**config.mk**
```make
export PLATFORM = sky130hd
export DESIGN_NAME = fuse_boot_ctrl
export DESIGN_NICKNAME = d
export VERILOG_FILES = /design/src/rtl/fbc_pkg.sv /design/src/rtl/fbc_rst_sync.sv /design/src/rtl/fbc_opt_capture.sv /design/src/rtl/fbc_region_decode.sv /design/src/rtl/fbc_access_gate.sv /design/src/rtl/fuse_boot_ctrl.sv
export SDC_FILE = /design/constraint.sdc
export NUM_CORES = 1
export LEC_CHECK = 0
export BUFFER_PORTS_ARGS = -buffer_cell sky130_fd_sc_hd__clkbuf_2
export CORE_MARGIN = 1.5
export CORE_UTILIZATION = 49
export CTS_CLUSTER_DIAMETER = 30
export DETAILED_ROUTE_END_ITERATION = 8
export MAX_ROUTING_LAYER = met4
export PLACE_DENSITY = 0.75
export SYNTH_ARGS = -nofsm -noshare
export SYNTH_HDL_FRONTEND = slang
export SYNTH_SLANG_ARGS = --single-unit
```
**constraint.sdc**
```tcl
create_clock -name clk -period 3.27 [get_ports clk]
set_input_delay 0.4905 -clock clk [delete_from_list [all_inputs] [get_ports clk]]
set_output_delay 0.4905 -clock clk [all_outputs]
set_load 0.05 [all_outputs]
```
**src/rtl/fbc_pkg.sv**
```systemverilog
package fbc_pkg;
  typedef enum logic [1:0] {
    PART_AP  = 2'b00,
    PART_IAP = 2'b01,
    PART_ISP = 2'b10
  } part_e;

  // packed: first member is the MSB, so lock sits at bit 4
  typedef struct packed {
    logic lock;
    logic scramble;
    logic lv_protect;
    logic boot_any;
    logic boot_pwr;
  } opt_t;

  localparam int OPT_W = 5;
endpackage

```
**src/rtl/fbc_rst_sync.sv**
```systemverilog
module fbc_rst_sync #(
  parameter int STAGES = 2
) (
  input  logic clk,
  input  logic arst_n,
  output logic srst_n
);
  logic [STAGES-1:0] sync_q;
  logic [STAGES-1:0] sync_d;

  always_comb begin
    sync_d = {sync_q[STAGES-2:0], 1'b1};
  end

  always_ff @(posedge clk or negedge arst_n) begin
    if (!arst_n) sync_q <= '0;
    else         sync_q <= sync_d;
  end

  assign srst_n = sync_q[STAGES-1];
endmodule

```
**src/rtl/fbc_opt_capture.sv**
```systemverilog
module fbc_opt_capture
  import fbc_pkg::*;
#(
  parameter int ADDR_W = 16
) (
  input  logic              clk,
  input  logic              rst_n,
  input  logic [OPT_W-1:0]  opt_i,
  input  logic [ADDR_W-1:0] isp_i,
  input  logic [ADDR_W-1:0] iap_i,
  input  logic              pwr_i,
  output opt_t              opt_q,
  output logic [ADDR_W-1:0] isp_q,
  output logic [ADDR_W-1:0] iap_q,
  output logic              pwr_q,
  output logic              loaded_q
);
  logic              load_en;
  opt_t              opt_d;
  logic [ADDR_W-1:0] isp_d;
  logic [ADDR_W-1:0] iap_d;
  logic              pwr_d;
  logic              loaded_d;

  always_comb begin
    load_en  = !loaded_q;
    opt_d    = opt_q;
    isp_d    = isp_q;
    iap_d    = iap_q;
    pwr_d    = pwr_q;
    loaded_d = loaded_q;
    if (load_en) begin
      opt_d    = opt_t'(opt_i);
      isp_d    = isp_i;
      iap_d    = iap_i;
      pwr_d    = pwr_i;
      loaded_d = 1'b1;
    end
  end

  // erased image: options off, both partitions absent
  always_ff @(posedge clk or negedge rst_n) begin
    if (!rst_n) begin
      opt_q    <= '0;
      isp_q    <= '1;
      iap_q    <= '1;
      pwr_q    <= 1'b0;
      loaded_q <= 1'b0;
    end else begin
      opt_q    <= opt_d;
      isp_q    <= isp_d;
      iap_q    <= iap_d;
      pwr_q    <= pwr_d;
      loaded_q <= loaded_d;
    end
  end
endmodule

```
**src/rtl/fbc_region_decode.sv**
```systemverilog
module fbc_region_decode
  import fbc_pkg::*;
#(
  parameter int ADDR_W = 16
) (
  input  logic [ADDR_W-1:0] isp_start,
  input  logic [ADDR_W-1:0] iap_low,
  input  logic [ADDR_W-1:0] addr,
  output logic              isp_present,
  output logic              iap_present,
  output part_e             part
);
  localparam int EXT_W = ADDR_W + 1;
  localparam logic [EXT_W-1:0] SPACE_END = {1'b1, {ADDR_W{1'b0}}};

  logic [EXT_W-1:0] iap_ceiling;

  always_comb begin
    isp_present = (isp_start != '0) && (isp_start != '1);
    iap_ceiling = isp_present ? {1'b0, isp_start} : SPACE_END;
    iap_present = (iap_low != '1) && ({1'b0, iap_low} < iap_ceiling);
    if (isp_present && (addr >= isp_start))      part = PART_ISP;
    else if (iap_present && (addr >= iap_low))   part = PART_IAP;
    else                                         part = PART_AP;
  end
endmodule

```
**src/rtl/fbc_access_gate.sv**
```systemverilog
module fbc_access_gate
  import fbc_pkg::*;
#(
  parameter int          DATA_W       = 8,
  parameter logic [DATA_W-1:0] SCRAMBLE_KEY = 8'hA5
) (
  input  opt_t              opt,
  input  logic              low_volt,
  input  logic              wr_req,
  input  logic [DATA_W-1:0] byte_in,
  input  logic              is_id,
  output logic              wr_en,
  output logic [DATA_W-1:0] byte_out
);
  always_comb begin
    wr_en = wr_req && !(opt.lv_protect && low_volt);
    if (opt.lock)                  byte_out = '1;
    else if (opt.scramble && !is_id) byte_out = byte_in ^ SCRAMBLE_KEY;
    else                           byte_out = byte_in;
  end
endmodule

```
**src/rtl/fuse_boot_ctrl.sv**
```systemverilog
module fuse_boot_ctrl
  import fbc_pkg::*;
#(
  parameter int          ADDR_W       = 16,
  parameter int          DATA_W       = 8,
  parameter int          SYNC_STAGES  = 2,
  parameter logic [7:0]  SCRAMBLE_KEY = 8'hA5
) (
  input  logic              clk,
  input  logic              rst_n,
  input  logic [4:0]        opt_i,
  input  logic [ADDR_W-1:0] isp_start_i,
  input  logic [ADDR_W-1:0] iap_low_i,
  input  logic              pwr_on_rst_i,
  input  logic              low_volt_i,
  input  logic              wr_req_i,
  input  logic [ADDR_W-1:0] addr_i,
  input  logic [DATA_W-1:0] dump_byte_i,
  input  logic              dump_is_id_i,
  output logic              boot_isp_o,
  output logic [1:0]        region_o,
  output logic              wr_en_o,
  output logic [DATA_W-1:0] dump_o
);
  logic              srst_n;
  opt_t              opt_q;
  logic [ADDR_W-1:0] isp_q;
  logic [ADDR_W-1:0] iap_q;
  logic              pwr_q;
  logic              loaded_q;
  logic              isp_present;
  logic              iap_present;
  part_e             part;

  fbc_rst_sync #(.STAGES(SYNC_STAGES)) u_sync (
    .clk(clk), .arst_n(rst_n), .srst_n(srst_n)
  );

  fbc_opt_capture #(.ADDR_W(ADDR_W)) u_cap (
    .clk(clk), .rst_n(srst_n), .opt_i(opt_i), .isp_i(isp_start_i),
    .iap_i(iap_low_i), .pwr_i(pwr_on_rst_i), .opt_q(opt_q), .isp_q(isp_q),
    .iap_q(iap_q), .pwr_q(pwr_q), .loaded_q(loaded_q)
  );

  fbc_region_decode #(.ADDR_W(ADDR_W)) u_dec (
    .isp_start(isp_q), .iap_low(iap_q), .addr(addr_i),
    .isp_present(isp_present), .iap_present(iap_present), .part(part)
  );

  fbc_access_gate #(.DATA_W(DATA_W), .SCRAMBLE_KEY(SCRAMBLE_KEY[DATA_W-1:0])) u_gate (
    .opt(opt_q), .low_volt(low_volt_i), .wr_req(wr_req_i),
    .byte_in(dump_byte_i), .is_id(dump_is_id_i),
    .wr_en(wr_en_o), .byte_out(dump_o)
  );

  always_comb begin
    boot_isp_o = isp_present && (opt_q.boot_any || (opt_q.boot_pwr && pwr_q));
    region_o   = part;
  end
endmodule

```
==> results of run 1 <==
path summary, 6_finish.rpt:
path	startpoint	end	slack, ns	cells after the start
max in group asynchronous	u_sync.sync_q[1]	u_cap.isp_q[15]	2.19	1
max	u_cap.isp_q[4]	region_o[0]	-0.39	12
min in group clk	u_sync.sync_q[0]	u_sync.sync_q[1]	0.36	0
min	u_sync.sync_q[1]	u_cap.pwr_q	0.32	0
max reg2reg	u_cap.loaded_q	u_cap.opt_q[0]	1.78	2
min reg2reg	u_sync.sync_q[1]	u_cap.pwr_q	0.32	0
what timing repair did:
item,in CTS,in global routing
resized for setup,8,2
setup buffers,6,6
pin swaps,9,5
hold buffers,1,0
endpoints found under the setup margin,1,1
cloned,2,0
hold endpoints to repair,2,0
sequential cells by signal, summed over array words and instances, names as in the netlist:
| register | count |
|---|---|
| u_cap.iap_q | 16 |
| u_cap.opt_q | 5 |
| u_cap.pwr_q | 1 |
| u_sync.sync_q | 2 |
| u_cap.isp_q | 16 |
| u_cap.loaded_q | 1 |
report_power, final:
| part | total, µW | switching, µW | internal [µW] |
|---|---|---|---|
| clock network | 429 | 181 | 248 |
| registers | 650 | 61.9 | 588 |
| logic | 522 | 270 | 253 |
| total | 1600 | 513 | 1090 |
cell usage in the layout (no fill, tap or decap), types with 5 or more instances in the layout:
master	n
clkbuf_2	77
ha_1	45
mux2_2	38
dfstp_2	32
inv_1	31
buf_4	21
nand2_1	18
nand4_1	11
dfrtp_1	9
a21oi_1	8
nand2b_1	6
nor2_1	6
o21ai_0	6
clkbuf_8	6
nor4_1	5
o21ai_1	5
cells by family after synthesis:
group	count (synthesis)	synth area share (%)
muxes	38	14.60
AOI/OAI and AO/OA	40	10.33
other	1	0.1279
buffers and inverters	37	4.865
adders and majority gates	47	20.06
xor gates and xnor gates	4	1.195
and+or+nand+nor	69	12.46
DFF	41	36.36
per-stage QoR:
stage / utilization [%] / power (µW) / area (µm²) / worst slack [ns]
detailed placement: 62.79 / 1137 / 3542 / -0.02098
floorplan: - / 967.8 / 2997 / 0.01516
finish: 67.86 / 1601 / 3829 / -0.3855
global placement: 62.79 / 1114 / 3542 / 0.03638
CTS: 66.89 / 1596 / 3774 / -0.3039
global route: 67.86 / 1700 / 3829 / -0.5748
worst max-delay path, delay by kind of cell (launching register included):
family	cells	cell delay, ns
simple gates	6	0.92
compound gates	3	0.76
flops	1	0.57
buf+inv	2	0.38
fa+ha+maj	1	0.22
per-layer routing:
metal  track usage (%)  share of wire (%)  wire (µm)
met1             31.14                 43       3121
met2             40.50                 50       3590
met3             4.659                5.2        377
met5                 -                  0          0
met4             8.276                1.3         95
layout make-up:
| cell class | count | area [µm²] |
|---|---|---|
| Sequential cell | 41 | 1066 |
| Fill cell | 439 | 1813 |
| Clock buffer | 6 | 82.58 |
| Inverter | 31 | 116.4 |
| Clock inverter | 2 | 37.54 |
| Timing Repair Buffer | 102 | 595.6 |
| Multi-Input combinational cell | 202 | 1841 |
| Tap cell | 72 | 90.09 |
==> impl_results.md, run 1 <==
* Status: finished, violations left
* Failing checks: negative setup slack
* CP startpoint kind: register
* Fin cells at 456
* Fin Hold WS at between 0.3 and 0.4 ns
* CP max stage delay at 0.57 ns
* Final nets at ~500
* Final setup violation count at 1
* Global-route wire length before repair at between 10000 and 15000 µm
* Synth Warn # at 0
* Hpwl dp at 5636 µm
* Crit share post-route at 111.8%
* Drt wl/cell at 15.75 µm
* Share of cells above drive strength 1 at 52.34%
* Post-synth cell types at 36
* Ys flop type: dfstp_2
* CP Class: reg -> out
* Vert. Die Dim at 80.35 µm
* Max-cap viol count at 0
* Total CTS buffers at 5
* # rows at 27
* Post-DR vias/cell at 5.471
* Slew @ Worst Pin at 0.7756 ns
* Synthesis-to-finish area growth at 30.60%
* # diodes at 0
* Root buffer cell: clkbuf_8
* Most frequent cell after synthesis: ha_1
* Die ar. at 6456 µm²
* Worst EP arrival at 3.17 ns
* Die width at 80.35 µm
* Setup Skew at about 0.0038 ns
* Crit-path cells: nand4_1 > nor4_4 > buf_4 > nor2_4 > nand2_1 > ha_1 > o2111ai_1 > nor3_1 > o21ai_1 > nand4b_1 > a221oi_4 > buf_12
* Final Hold Fails at 0
* Final setup TNS at -0.3855 ns
* Drt pass-1 iters at 4
* Vias in the first global route at around 2600
* Worst path required time at between 2 and 3 ns
* Max Slew Vio Count at 0
* Period minus WS final at 3.656 ns
* Yosys top cell area share at between 20% and 30%
* Largest area contributor in the netlist: dfstp_2
* Vias post-DR at approximately 2500
* Initial antenna violation count at 0
* Leak at 0.001900 µW
* Placed insts at 433
* RSZ-0062 raised after global routing: true
* Number of synthesized flops with an enable pin at 0
* Final setup margin at -0.3855 ns
* Reg clk slew, reported paths at 0.08 ns
* Total Wirelength at 7184 µm
* Clock buffer depth at 2
* Setup crit end kind: primary output
* Starting Density at 51.96%
* Total grt overflow at 0
* Post-Synthesis Cells at 277
* Core ar. at between 5000 and 6000 µm²
* Asr flop ratio synth at 100.0%
* Sequential area share after synthesis at 36.36%
* Ports at 79
* Post-route ant nets at 0
* Worst min path class: reg -> async
* Number of port buffers at 78
* Cell area after synthesis at 2932 µm²
* Power per Cell Area at 418.3 nW/µm²
* Crit path max fanout at 5
* Largest net degree at the start of global routing at 31
* CTS tree: yes
* Synth Register Bits at 41
* GRT Util Overall at ~25%
* CP max-delay cell: dfstp_2
* IR drop worst, VDD at ~0.31 mV
* Avg Cell Area, Syn at 10.58 µm²
* H-tree Lvls at 2
* Slew HR at a little under 50%
* DRC viols at 0
* Worst skew pair latency at 0.30 ns
* Clock sinks at 41
* Synth top area cells: dfstp_2 (29%), ha_1 (20%), mux2_2 (15%)
* Synth top cells by count: ha_1 (47), mux2_2 (38), dfstp_2 (32)
* Fmax at 273.6 MHz
* Starting DRT DRC Count at between 150 and 200
* RD Place Congestion at 0.9387
Power figures use the tool's default switching activity.
==> run 2, diff against run 1 <==
--- a/config.mk
+++ b/config.mk
@@ -7,11 +7,11 @@
 export LEC_CHECK = 0
 export BUFFER_PORTS_ARGS = -buffer_cell sky130_fd_sc_hd__clkbuf_2
 export CORE_MARGIN = 1.5
-export CORE_UTILIZATION = 49
+export CORE_UTILIZATION = 45
 export CTS_CLUSTER_DIAMETER = 30
 export DETAILED_ROUTE_END_ITERATION = 8
 export MAX_ROUTING_LAYER = met4
-export PLACE_DENSITY = 0.75
+export PLACE_DENSITY = 0.7
 export SYNTH_ARGS = -nofsm -noshare
 export SYNTH_HDL_FRONTEND = slang
 export SYNTH_SLANG_ARGS = --single-unit
==> impl_results.md, run 2 (same netlist as run 1, synthesis figures left out) <==
* Power per Cell Area at 417.9 nW/µm² (about the same)
* Setup crit end kind: primary output
* Final Hold Fails at 0 (unchanged)
* Most frequent cells in the layout: clkbuf_2 (77), ha_1 (45), mux2_2 (38), dfstp_2 (32), inv_1 (31)
* RSZ-0062 raised after global routing: true
* Crit path max fanout at 8 (+3)
* Vias post-DR at 2402 (-3.7%)
* Reg2reg setup slack at 1.68 ns (-0.10 ns)
* Total Wirelength at 6791 µm (-5.5%)
* CP startpoint kind: register
* Die ar. at 7007 µm² (+8.5%)
* Total grt overflow at 0 (unchanged)
* Reg clk slew, reported paths at 0.08 ns (about the same)
* Clock sinks at 41 (unchanged)
* Vias in the first global route at 2378 (-7.0%)
* Global-route wire length before repair at 11140 µm (-4.9%)
* Placed insts at 438 (+1.2%)
* Critical path origin: u_cap.isp_q[0]
* Die width at 83.71 µm (+4.2%)
* Period minus WS final at 3.538 ns (-0.1178 ns)
* Final nets at 492 (-1.0%)
* Leak at 0.001874 µW (-1.4%)
* Starting DRT DRC Count at 92 (-43%)
* Ports at 79 (unchanged)
* Worst r2r path cells at 2 (unchanged)
* Worst EP arrival at 3.05 ns (-0.12 ns)
* Worst skew pair latency at 0.30 ns (about the same)
* Worst path required time at 2.78 ns (about the same)
* Final setup margin at -0.2677 ns (+0.1178 ns)
* Worst min path class: reg -> reg
* Synthesis-to-finish area growth at 28.38%
* Largest net degree at the start of global routing at 28 (-9.7%)
* H-tree Lvls at 2 (unchanged)
* Post-route ant nets at 0 (unchanged)
* Crit share post-route at 108.2% (-3.6 points)
* CTS tree: yes
* Hpwl dp at 5429 µm (-3.7%)
* Clock buffer depth at 2 (unchanged)
* # fillers at 554 (+26%)
* CP Class: reg -> out
* Core ar. at 6314 µm² (+12%)
* Max-cap viol count at 0 (unchanged)
* # rows at 29 (+7.4%)
* Post-DR vias/cell at 5.268 (-3.7%)
* Fin cells at 456 (unchanged)
* Drt pass-1 iters at 4 (unchanged)
* Drt wl/cell at 14.89 µm (-5.5%)
* Failing checks: negative setup slack
* # diodes at 0 (unchanged)
* Initial antenna violation count at 0 (unchanged)
* DRC viols at 0 (unchanged)
* Worst r2r src: u_cap.loaded_q
* Slew @ Worst Pin at 0.9128 ns (+0.1371 ns)
* Vert. Die Dim at 83.71 µm (+4.2%)
* Commonest non-fill, non-tap cell in the layout: clkbuf_2
* Biggest registers after layout: u_cap.iap_q x16, u_cap.isp_q x16, u_cap.opt_q x5
* GRT Util Overall at 20.58% (-4.3 points)
* Reg2reg end: u_cap.opt_q[3]
* Root buffer cell: clkbuf_8
* DP Area at 3548 µm² (+0.18%)
* Hold path depth at 0
* Number of port buffers at 78 (unchanged)
* WHS Endpoint: u_sync.sync_q[1]
* Final Cell Area at 3764 µm² (-1.7%)
* Share of cells above drive strength 1 at 50.66% (-1.7 points)
* RD Place Congestion at 0.8315 (-11%)
* Worst min-delay path startpoint: u_sync.sync_q[0]
* Pre-CTS setup slack at -0.06383 ns (-0.04285 ns)
* Final setup violation count at 1 (unchanged)
* Starting Density at 46.43% (-5.5 points)
* Max Slew Vio Count at 0 (unchanged)
* Slew HR at 39.15% (-9.1 points)
* Setup Skew at 0.007322 ns (+0.003543 ns)
* Total CTS buffers at 5 (unchanged)
* Fin util at 59.61% (-8.3 points)
* Status: finished, violations left
* IR drop worst, VDD at 0.2733 mV (-12%)
* Fmax at 282.7 MHz (+3.3%)
## run 2: cell count changes in the layout (fill, tap and decap cells not counted), moves of 2 or more
cell      change
a211oi_2      -2
buf_6         -2
a211oi_1      +2
buf_4         -2
## run 2: final cells by class
| class | instances | area [µm²] | area share, % |
|---|---|---|---|
| Inverter | 31 | 116.4 | 3.092 |
| Sequential cell | 41 | 1066 | 28.32 |
| Clock buffer | 7 | 86.33 | 2.294 |
| Clock inverter | 1 | 30.03 | 0.7979 |
| Multi-Input combinational cell | 201 | 1810 | 48.11 |
| Tap cell | 77 | 96.34 | 2.560 |
| Timing Repair Buffer | 98 | 558.0 | 14.83 |
## run 2: power breakdown
group	internal, µW	total, µW	switching [µW]
combinational	237	492	254
sequential	588	651	62.4
clock	249	431	182
## run 2: through the flow
step	power [µW]	hold slack [ns]	TNS, ns
floorplan	967.8	0.1949	0
global placement	1116	0.2761	0
detailed placement	1134	0.2793	-0.06383
CTS	1582	0.3532	-0.2371
global route	1664	0.3581	-0.4196
finish	1573	0.3514	-0.2677
## run 2: worst max-delay path: stages (launching register included)
cell and delay [ns]:
dfstp_2 0.55, nand4_1 0.16, nor4_4 0.34, buf_4 0.17, nor2_4 0.06, nand2_1 0.07
ha_1 0.23, a21oi_1 0.13, nor2_1 0.08, o311ai_4 0.25, nand4b_1 0.17, a221oi_4 0.36
buf_12 0.18
## run 2: what timing repair did
action | 4_1_cts | 5_1_grt
gates resized for setup | 7 | 0
setup endpoints to repair | 1 | 1
hold buffers | 1 | 0
hold endpoints to repair | 2 | 0
pin swaps | 14 | 3
setup buffers | 7 | 1
gates cloned | 1 | 0
## run 2: per-layer routing
metal	track usage, %	routed length (µm)	vias to the layer above
met5	-	0	-
met4	5.663	107	0
met3	4.154	357	11
met2	31.60	3093	68
met1	27.89	3233	1127
li1	-	-	1196
## run 2: worst max-delay path by stage
| stage | to | slack, ns |
|---|---|---|
| 2_1_floorplan | region_o[0] | 0.02 |
| 3_3_place_gp | region_o[0] | 0.03 |
| 3_5_place_dp | region_o[0] | -0.06 |
| 4_1_cts | region_o[0] | -0.24 |
| 5_1_grt | region_o[0] | -0.42 |
| 6_report | region_o[0] | -0.27 |
